$ cat config.mk
export PLATFORM = sky130hd
export DESIGN_NAME = tctl_ctrl_reg
export DESIGN_NICKNAME = d
export VERILOG_FILES = /design/src/rtl/tctl_ctrl_reg.sv
export SDC_FILE = /design/constraint.sdc
export NUM_CORES = 1
export LEC_CHECK = 0
export BUFFER_PORTS_ARGS = -buffer_cell sky130_fd_sc_hd__buf_2
export CAP_MARGIN = 20
export CORE_MARGIN = 2
export CORE_UTILIZATION = 35
export DETAILED_ROUTE_END_ITERATION = 10
export GPL_TIMING_DRIVEN = 0
export PLACE_DENSITY = 0.67
export SLEW_MARGIN = 5
export SYNTH_ARGS = -nofsm -noshare
export SYNTH_HDL_FRONTEND = slang
export SYNTH_SLANG_ARGS = --single-unit
$ cat constraint.sdc
create_clock -name clk -period 2.1 [get_ports clk]
set_input_delay 0.42 -clock clk [delete_from_list [all_inputs] [get_ports clk]]
set_output_delay 0.42 -clock clk [all_outputs]
set_load 0.005 [all_outputs]
$ cat src/rtl/tctl_ctrl_reg.sv
module tctl_ctrl_reg #(
  parameter int EDGES = 2
) (
  input  logic        clk,
  input  logic        rst_n,
  input  logic        wr_en,
  input  logic [31:0] wr_data,
  input  logic        fclk_tick,
  output logic [31:0] rd_data,
  output logic [1:0]  poll_mode,
  output logic [1:0]  arr_type,
  output logic        trig_sel,
  output logic        wait_rd,
  output logic [1:0]  dma_mode,
  output logic [3:0]  clk_div,
  output logic [1:0]  idle_pin,
  output logic [15:0] x_sel,
  output logic        busy,
  output logic [1:0]  sync_mode,
  output logic [1:0]  sync_dma,
  output logic        poll_go
);
  localparam int CW = $clog2(EDGES + 1);

  logic [CW-1:0] cnt;
  logic          tick_q;
  logic [1:0]    mode_nxt;
  logic          chg, rise, last;

  always_comb begin
    if (poll_mode == 2'd0 || wr_data[1:0] == poll_mode) mode_nxt = wr_data[1:0];
    else                                                mode_nxt = 2'd0;
  end

  assign chg  = (mode_nxt != poll_mode) || (wr_data[7:6] != dma_mode);
  assign rise = fclk_tick & ~tick_q;
  assign last = (cnt == CW'(EDGES - 1));

  always_ff @(posedge clk or negedge rst_n) begin
    if (!rst_n) begin
      poll_mode <= '0; arr_type <= '0; trig_sel <= 1'b0; wait_rd <= 1'b0;
      dma_mode  <= '0; clk_div  <= '0; idle_pin <= '0;   x_sel   <= '0;
      busy <= 1'b0; cnt <= '0; tick_q <= 1'b0;
      sync_mode <= '0; sync_dma <= '0; poll_go <= 1'b0;
    end else begin
      tick_q  <= fclk_tick;
      poll_go <= 1'b0;
      if (wr_en) begin
        poll_mode <= mode_nxt;
        arr_type  <= wr_data[3:2];
        trig_sel  <= wr_data[4];
        wait_rd   <= wr_data[5];
        dma_mode  <= wr_data[7:6];
        clk_div   <= wr_data[11:8];
        idle_pin  <= wr_data[13:12];
        x_sel     <= wr_data[31:16];
      end
      if (wr_en && chg) begin
        busy <= 1'b1;
        cnt  <= '0;
      end else if (busy && rise) begin
        if (last) begin
          busy     <= 1'b0;
          cnt      <= '0;
          sync_dma <= dma_mode;
          if (poll_mode == 2'd1) begin
            poll_go   <= 1'b1;
            sync_mode <= 2'd0;
            poll_mode <= 2'd0;
          end else begin
            sync_mode <= poll_mode;
          end
        end else begin
          cnt <= cnt + 1'b1;
        end
      end
    end
  end

  assign rd_data = {x_sel, busy, 1'b0, idle_pin, clk_div, dma_mode,
                    wait_rd, trig_sel, arr_type, poll_mode};
endmodule

== After elaboration in Yosys (flattened, before gate mapping) ==
Index checks and enable logic that the tools add are counted.
Widths: inputs -> output; s select.
Storage, ports and cells
  register bits after elaboration: 39
  output and inout bits: 68
  logic and storage cells: 49
Operators by class
  add/sub/neg operators: 1
  equality and inequality tests: 5
  mux-type cells: 17
  bitwise operators: 3
  reductions and logical operators: 9
Operators by type and width (number)
  $mux 2: 10
  $mux 1: 7
  $eq 2x1->1 const B: 2
  $ne 2x2->1: 2
  $reduce_bool 2->1: 2
  $reduce_and 3->1: 1
  $add 2x1->2 const B: 1
  $eq 2x2->1: 1
  $logic_and 1x1->1: 2
  $logic_not 2->1: 1
  $logic_or 1x1->1: 2
  $not 1->1: 2
  $reduce_and 2->1: 1
  $and 1x1->1: 1

== Logic depth before layout (Yosys ltp) ==
Gate-level depths: netlist of run 1.
  depth after elaboration: 8
  gate-level depth with buffers: 5
  gate-level depth less buffers: 4

== Least setup slack after synthesis of run 1 ==
Ideal clock, no wire load.
  path kind: reg2reg
  start point: register poll_mode[1]
  end point: register sync_dma[0]
  arrival: 1.354 ns
  slack: 0.621 ns
  stages on the path, launching flop included: 6
  path buffers: 1
  period minus slack after synthesis: 1.479 ns
  cell sequence: dfrtp_1 > clkbuf_2 > xnor2_1 > a41o_2 > nand2_2 > mux2_2
Between the ends
  longest elaborated chain between the ends: 8
RTL lines
  start, declared: line 10  | output logic [1:0] poll_mode,
  start signal, assigned: line 49  | poll_mode <= mode_nxt;
  $eq 2x2->1 or $logic_not 2->1 (tied branches): line 31  | if (poll_mode == 2'd0 || wr_data[1:0] == poll_mode) mode_nxt = wr_data[1:0];
  $logic_or 1x1->1: line 31
  $mux 2: line 31
  $ne 2x2->1 (*): line 35  | assign chg = (mode_nxt != poll_mode) || (wr_data[7:6] != dma_mode);
  $logic_or 1x1->1 (*): line 35
  $logic_and 1x1->1 (*): line 58  | if (wr_en && chg) begin
  $not 1->1 (no source line) (*)
  $reduce_and 3->1 (no source line) (*)
  end signal, assigned: line 65  | sync_dma <= dma_mode;
  end, declared: line 20  | output logic [1:0] sync_dma,
Mark *: on every way between the ends. The rest lies on a longest branch, timed or not.
A chain may end at the register's enable or synchronous reset.

== Worst setup path after layout of run 1 ==
  start point: register poll_mode[1]
  end point: register sync_mode[1]
Between the ends
  longest elaborated chain between the ends: 8
RTL lines
  $eq 2x2->1 or $logic_not 2->1 (tied branches): line 31
  $logic_or 1x1->1: line 31
  $mux 2: line 31
  $ne 2x2->1: line 35
  $logic_or 1x1->1: line 35
  $logic_and 1x1->1: line 58
  $not 1->1 (no source line)
  $reduce_and 3->1 (no source line)
  end signal, assigned: line 71  | sync_mode <= poll_mode;
  end, declared: line 19  | output logic [1:0] sync_mode,
Parallel ways exist; a longest one is shown, timed or not.

==> results of run 1 <==
## power by group through the flow
stage | Combinational, mW | Clock (mW) | Sequential [mW]
global route | 0.576 | 0.537 | 0.954
CTS | 0.528 | 0.510 | 0.938
floorplan | 0.274 | 0 | 0.953
finish | 0.517 | 0.484 | 0.934
global placement | 0.519 | 0 | 0.948
detailed placement | 0.526 | 0 | 0.952
## placed cells by master, fill, tap and decap left out, types with 2 or more instances in the layout
master and n:
buf_2 102, dfrtp_1 39, buf_4 32, mux2_2 31, inv_1 5, xnor2_1 5
clkbuf_8 5, clkinv_2 3, mux2i_1 2, nand2_1 2
## state kept, by name, summed over array words and instances (netlist names)
register / cells
busy: 1
tick_q: 1
trig_sel: 1
idle_pin: 2
sync_dma: 2
wait_rd: 1
x_sel: 16
poll_mode: 2
cnt: 2
arr_type: 2
sync_mode: 2
clk_div: 4
poll_go: 1
dma_mode: 2
## logic make-up (layout without fill, tap and decap cells)
kind of cell    after synthesis  after routing  synth area share (%)
simple gates                  9              9                  3.02
compound gates                7              7                  3.09
mux                          33             33                  20.7
other cells                   1              1                 0.211
xor+xnor                      5              5                  2.46
buf+inv                      41            149                  15.6
flops                        39             39                  54.9
## per-layer routing
layer / global-route usage, % / share of wire, % / up-vias
li1: - / - / 632
met1: 15.1 / 44 / 617
met2: 18.4 / 43 / 74
met3: 7.01 / 13 / 2
met4: 3.51 / 0.22 / 0
met5: 0 / 0 / -
## layout make-up
cell class / count / area [um^2]
Fill cell: 487 / 2370
Sequential cell: 39 / 976
Multi-Input combinational cell: 55 / 526
Timing Repair Buffer: 100 / 500
Buffer: 36 / 259
Tap cell: 67 / 83.8
Clock buffer: 5 / 68.8
Inverter: 5 / 18.8
Clock inverter: 3 / 15.0
## worst max path at each step
stage,to,cells after the start
after detailed placement,sync_mode[1],5
after floorplan,sync_dma[0],5
after CTS,sync_mode[1],5
after global routing,sync_mode[1],5
after global placement,sync_mode[1],5
final,sync_mode[1],5
## metrics by stage
stage	hold slack, ns	setup slack, ns	power (mW)	instance area [um^2]	cells
5_1_grt	0.254	0.388	2.07	2450	310
4_1_cts	0.257	0.467	1.98	2450	310
3_5_place_dp	0.493	0.486	1.48	2360	302
6_report	0.235	0.480	1.94	2450	310
2_1_floorplan	0.124	0.621	1.23	1780	135
3_3_place_gp	0.485	0.496	1.47	2360	302
==> impl_results.md, run 1 <==
- Status: complete, no violations
- Worst rel slew slack: 42.2%
- Top_reg_cell synth: dfrtp_1
- RSZ-0062 raised after global routing: false
- Max FO, Critical Path: 7
- Die height: 75.3 um
- Min-delay worst type: in2async
- Post-CTS sizing: 0
- Combinational power share: 26.7%
- Number of enable flip-flop cells after synthesis: 0
- Clock root cell: clkbuf_8
- Worst skew pair latency: 0.29 ns
- Total track usage: 12.2%
- Share of layout cells above drive strength 1: 73.3%
- PwrDens: 791 nW/um^2
- IO Port Bufs: 100
- Area Growth Syn to Fin: 37.6%
- Ys async rst share: 100%
- Post-DP HPWL: 2690 um
- Layout Skew: 0.00285 ns
- Max Transition Viols Final: 0
- Syn Std Cell Area: 1780 um^2
- Buf+Inv Stages, Crit Path: 1
- Flop-to-flop setup slack: 0.48 ns
- Fmax achieved: 617 MHz
- Vias in the first global route: 1,169
- Post-route ant nets: 0
- FP Rows: 25
- DR WL/cell: 11.5 um
- Max_cap viols: 0
- Ranking of synthesized cells by area: dfrtp_1 55%, mux2_2 20%, buf_4 14%, xnor2_1 2.5%, mux2i_1 1.1%
- Clock transition at path regs: 0.08 ns
- Peak VDD IR: 0.402 mV
- YS warnings: 0
- Count leader, synth: dfrtp_1
- Grt ovf: 0
- Sequential share of power: 48.3%
- Switching part of the total: 27.3%
- CTS tree: done
- P_sw: 0.528 mW
- Final period utilization: 77.1%
- Syn Area/Cell: 13.2 um^2
- CP Capture Type: flop
- Hold_buf cts: 0
- CORE AREA: 4820 um^2
- Global-route wire length before repair: 5230 um
- P_leak: 1.29 nW
- Wirelength, routed: 3560 um
- Post-synth top cells: 39 x dfrtp_1, 32 x buf_4, 31 x mux2_2, 5 x inv_1, 5 x xnor2_1
- WP data arrival: 1.80 ns
- CTS Buf Count: 5
- Post-Syn Nets: 171
- Drt pass-1 iters: 4
- WS Path Type: reg2reg
- Largest net degree at the start of global routing: 40
- Post-synth top area share: 54.9%
- Initial drt markers: 13
- Io pins: 104
- Clock Power Share: 25.0%
- Nets: 278
- FF-to-FF path depth: 5
- Antenna Cells: 0
- Startpoint Class: flop
- DRC: 0
- CP Data Required Time: 2.28 ns
- Die ar.: 5670 um^2
- Worst-margin pin slew: 0.867 ns
- Fin crit period: 1.62 ns
- Worst Setup SP: poll_mode[1]
- Vias: 1,325
- Die width: 75.3 um
- Htree depth: 2
- Initial core utilization: 36.9%
- Post-Synthesis Cells: 135
- Clk buf depth: 2
- Crit path cell chain: clkbuf_2 > xnor2_1 > a41o_2 > nand2_2 > mux2_2
- Fin. Hold Viols: 0
- Initial antenna violation count: 0
- Crit-path slowest cell: dfrtp_1
- Post-CTS Setup Bufs: 0
- Clock sinks: 39
- Largest stage delay on the critical path: 0.41 ns
- Critical R2R Launch: poll_mode[1]
- Setup_tns: 0 ns
- Global placement routability congestion: 0.699
- Final setup viols: 0
- RR Endpoint: sync_mode[1]
- Post-layout util: 50.8%
- Post-synthesis cell type count: 25
- Delay-heaviest family, CP: flip-flops
- Number of synthesized register bits: 39
- Register area share after synthesis: 54.9%
- Vias/cell: 4.27
- Pint: 1.41 mW
- Yosys top cell by area: dfrtp_1
Note: power is estimated with default switching activity, not from simulation.
==> run 2: changes to the inputs <==
- clock period: 2.1 -> 1.6 ns (I/O delays scaled with it)
==> run 2 against run 1 <==
Net effect: die area unchanged; critical endpoint unchanged; via count grew 0.15%; utilization is essentially flat; global-route usage did not move.
==> impl_results.md, run 2 (same netlist as run 1, synthesis figures left out) <==
- Status: complete, no violations
- Most common cell after layout, fill and taps aside: buf_2
- Crit-path slowest cell: dfrtp_1
- Fin area: 2450 um^2
- Post-DP HPWL: 2690 um
- DRC: 0
- Fin. Hold Viols: 0
- WS Path Type: reg2reg
- Largest stage delay on the critical path: 0.46 ns
- Post-CTS sizing: 1
- Htree depth: 2
- Min-delay worst type: in2async
- CP Data Required Time: 1.78 ns
- Die height: 75.3 um
- DP Area: 2360 um^2
- Drt pass-1 iters: 2
- Initial antenna violation count: 0
- Max_cap viols: 0
- Worst-margin pin slew: 0.868 ns
- Fin crit period: 1.51 ns
- Antenna Cells: 0
- Vias in the first global route: 1,169
- Crit path cell chain: xnor2_1 > a41o_2 > nand2_4 > mux2_2
- Post-route ant nets: 0
- Die ar.: 5670 um^2
- Setup_tns: 0 ns
- Total track usage: 12.2%
- Die width: 75.3 um
- Area Growth Syn to Fin: 37.6%
- Clock root cell: clkbuf_8
- PwrDens: 1030 nW/um^2
- CORE AREA: 4820 um^2
- Final setup viols: 0
- Hold_buf cts: 0
- CTS Buf Count: 5
- Final period utilization: 94.4%
- IO Port Bufs: 100
- Largest Register: x_sel
- DR WL/cell: 11.5 um
- Global-route wire length before repair: 5230 um
- Wirelength, routed: 3540 um
- Max reg flops: 16
- Startpoint Class: flop
- Vias/cell: 4.29
- P_leak: 1.30 nW
- CP Capture Type: flop
- Max Transition Viols Final: 0
- Clock sinks: 39
- CTS tree: done
- Most frequent cells in the layout: 102 x buf_2, 38 x dfrtp_1, 32 x buf_4
- Initial drt markers: 14
- Worst Setup SP: poll_mode[0]
- Grt ovf: 0
- RSZ-0062 raised after global routing: false
- Nets: 277
- Worst skew pair latency: 0.29 ns
- Largest regs: x_sel: 16 flops, clk_div: 4 flops
- Worst rel slew slack: 42.1%
- Clock transition at path regs: 0.08 ns
- Largest net degree at the start of global routing: 40
- Vias: 1,327
- Io pins: 104
- FP Rows: 25
- Global placement routability congestion: 0.699
- WP data arrival: 1.69 ns
- Layout Skew: 0.00389 ns
- Peak VDD IR: 0.526 mV
- Critical R2R Launch: poll_mode[0]
- Max FO, Critical Path: 7
- Post-CTS Setup Bufs: 0
- Share of layout cells above drive strength 1: 73.6%
- Initial core utilization: 36.9%
- Clk buf depth: 2
- Fmax achieved: 662 MHz
==> run 2: worst paths after layout <==
kind                       slack, ns  cells past startpoint            to
max                             0.09                      4  sync_mode[1]
min                             0.14                      1       wait_rd
max reg2reg                     0.09                      4  sync_mode[1]
min reg2reg                     0.51                      1  sync_mode[1]
max in group asynchronous       0.85                      1  poll_mode[1]
min in group clk                0.17                      1        tick_q
==> run 2: through the flow <==
step	power, mW	instances	setup WS [ns]	util, %	hold slack (ns)
5_1_grt	2.71	309	0.0234	50.8	0.154
6_report	2.53	309	0.0893	50.8	0.140
4_1_cts	2.60	310	0.00446	50.9	0.157
3_5_place_dp	1.94	302	-0.0137	49.1	0.468
3_3_place_gp	1.93	302	0.00210	49.1	0.458
2_1_floorplan	1.61	135	0.121	-	0.0244
==> run 2: where the power goes <==
group	leakage [nW]	total (mW)	internal [mW]	switching (mW)
clock network	0.0477	0.627	0.298	0.329
registers	0.464	1.24	1.13	0.116
logic	0.785	0.660	0.419	0.241
==> run 2: area by class of cell <==
cell class	instances	area [um^2]
Fill cell	487	2370
Sequential cell	39	977
Multi-Input combinational cell	55	531
Timing Repair Buffer	100	500
Buffer	35	254
Tap cell	67	83.8
Clock buffer	5	68.8
Inverter	5	18.8
Clock inverter	3	15.0
==> run 2: layer usage <==
layer	GRT usage (%)	vias to the layer above	part of all wire [%]
li1	-	633	-
met1	15.1	615	43
met2	18.4	75	43
met3	7.01	4	13
met4	3.51	0	0.71
met5	0	-	0
==> run 2: critical path: cells and delay by family, from the launching register on <==
family	cells	cell delay, ns
compound gates	1	0.32
xor+xnor	1	0.15
flops	1	0.46
mux	1	0.34
simple gates	1	0.12
==> run 3: changes to the inputs <==
- RECOVER_POWER: default -> 50
==> run 3 against run 2 <==
Net effect: via count hardly changed; routed wire length up 0.20%; critical path depth unchanged; register-to-register slack is essentially flat; maximum frequency about the same; clock power about the same; setup slack improved by 0.00079 ns; worst hold slack gained 0.035 ns; cell count unchanged; global-route usage stayed put; final area is 0.61% lower; total power shrank 0.41%; critical path type unchanged.
==> impl_results.md, run 3 (same netlist as run 1, synthesis figures left out) <==
- Worst Setup SP: poll_mode[0]
- P_leak: 1.26 nW
- Post-DP HPWL: 2690 um
- Clock transition at path regs: 0.08 ns
- Most common cell after layout, fill and taps aside: buf_2
- Initial drt markers: 15
- Vias/cell: 4.29
- Largest net degree at the start of global routing: 40
- Layout Skew: 0.00381 ns
- Setup_tns: 0 ns
- Fin. Hold Viols: 0
- Grt ovf: 0
- Die width: 75.3 um
- Htree depth: 2
- DP Area: 2360 um^2
- Worst skew pair latency: 0.29 ns
- Total track usage: 12.2%
- Critical R2R Launch: poll_mode[0]
- Clock root cell: clkbuf_8
- Max FO, Critical Path: 7
- WP data arrival: 1.69 ns
- Wirelength, routed: 3550 um
- Flop-to-flop setup slack: 0.09 ns
- Design Power: 2.52 mW
- Status: complete, no violations
- Startpoint Class: flop
- Crit path cell chain: xnor2_1 > a41o_2 > nand2_4 > mux2_2
- Max reg flops: 16
- CP Data Required Time: 1.78 ns
- Final period utilization: 94.4%
- PwrDens: 1040 nW/um^2
- Largest regs: x_sel: 16 flops, clk_div: 4 flops
- Antenna Cells: 0
- Area Growth Syn to Fin: 36.8%
- Vias: 1,326
- Post-CTS Setup Bufs: 0
- Max Transition Viols Final: 0
- CORE AREA: 4820 um^2
- Hold_ws: 0.175 ns
- Worst rel slew slack: 35.6%
- RSZ-0062 raised after global routing: false
- DRC: 0
- FP Rows: 25
- IO Port Bufs: 100
- Fin area: 2430 um^2
- Fill count: 492
- Min-delay worst type: in2async
- RR Endpoint: sync_mode[1]
- Largest stage delay on the critical path: 0.46 ns
- Nets: 277
- Worst-margin pin slew: 0.966 ns
- Global placement routability congestion: 0.699
- Io pins: 104
- CTS tree: done
- Initial antenna violation count: 0
- Fin crit period: 1.51 ns
- Largest Register: x_sel
- Final setup viols: 0
- Most frequent cells in the layout: 89 x buf_2, 38 x dfrtp_1, 32 x buf_4
- Max_cap viols: 0
- CTS Buf Count: 5
- Setup slack at placement: -0.0137 ns
- Die ar.: 5670 um^2
- Share of layout cells above drive strength 1: 68.6%
- WS Path Type: reg2reg
- Vias in the first global route: 1,169
- Clk buf depth: 2
- Clock sinks: 39
- FF-to-FF path depth: 4
- CP Capture Type: flop
- Initial core utilization: 36.9%
- Die height: 75.3 um
- Setup slack after layout: 0.0901 ns
- Crit-path slowest cell: dfrtp_1
- Post-route ant nets: 0
- Drt pass-1 iters: 2
- Fmax achieved: 662 MHz
- Peak VDD IR: 0.527 mV
- Global-route wire length before repair: 5230 um
- DR WL/cell: 11.5 um
## run 3: metrics by stage
stage | utilization [%] | std cells
finish | 50.5 | 309
global route | 50.5 | 309
CTS | 50.9 | 310
detailed placement | 49.1 | 302
global placement | 49.1 | 302
floorplan | - | 135
## run 3: worst max path at each step
stage                              end  depth (start not counted)
after floorplan            sync_dma[0]                          5
final                     sync_mode[1]                          4
after detailed placement  sync_mode[1]                          5
after global placement    sync_mode[1]                          5
after CTS                 sync_mode[1]                          5
after global routing      sync_mode[1]                          4
## run 3: critical path: cells and delay by family (launching register included)
kind                      cells  cell delay (ns)
AOI/OAI and AO/OA             1             0.32
xor gates and xnor gates      1             0.15
DFF                           1             0.46
muxes                         1             0.34
and+or+nand+nor               1             0.12
## run 3: timing repair
| action | CTS | global route |
|---|---|---|
| hold buffers | 0 | 0 |
| endpoints found under the setup margin | 3 | 3 |
| resized for setup | 1 | 1 |
## run 3: layout make-up
type	count	area, um^2	share of cell area (%)
Buffer	35	253	10.4
Clock buffer	5	68.8	2.83
Clock inverter	3	15.0	0.617
Inverter	5	18.8	0.771
Multi-Input combinational cell	55	531	21.8
Sequential cell	39	977	40.2
Tap cell	67	83.8	3.44
Timing Repair Buffer	100	487	20.0
## run 3: power by group
part / total [mW] / internal, mW / switching, mW / leakage, nW
clock network: 0.627 / 0.298 / 0.329 / 0.0477
registers: 1.24 / 1.13 / 0.117 / 0.464
logic: 0.648 / 0.407 / 0.241 / 0.749
## run 3: metal layers
layer | up-vias | wire length, um | GRT usage, % | part of all wire [%]
met5 | - | 0 | 0 | 0
met4 | 0 | 25 | 3.51 | 0.71
met3 | 4 | 461 | 7.01 | 13
met2 | 75 | 1530 | 18.4 | 43
met1 | 614 | 1530 | 15.1 | 43
li1 | 633 | - | - | -
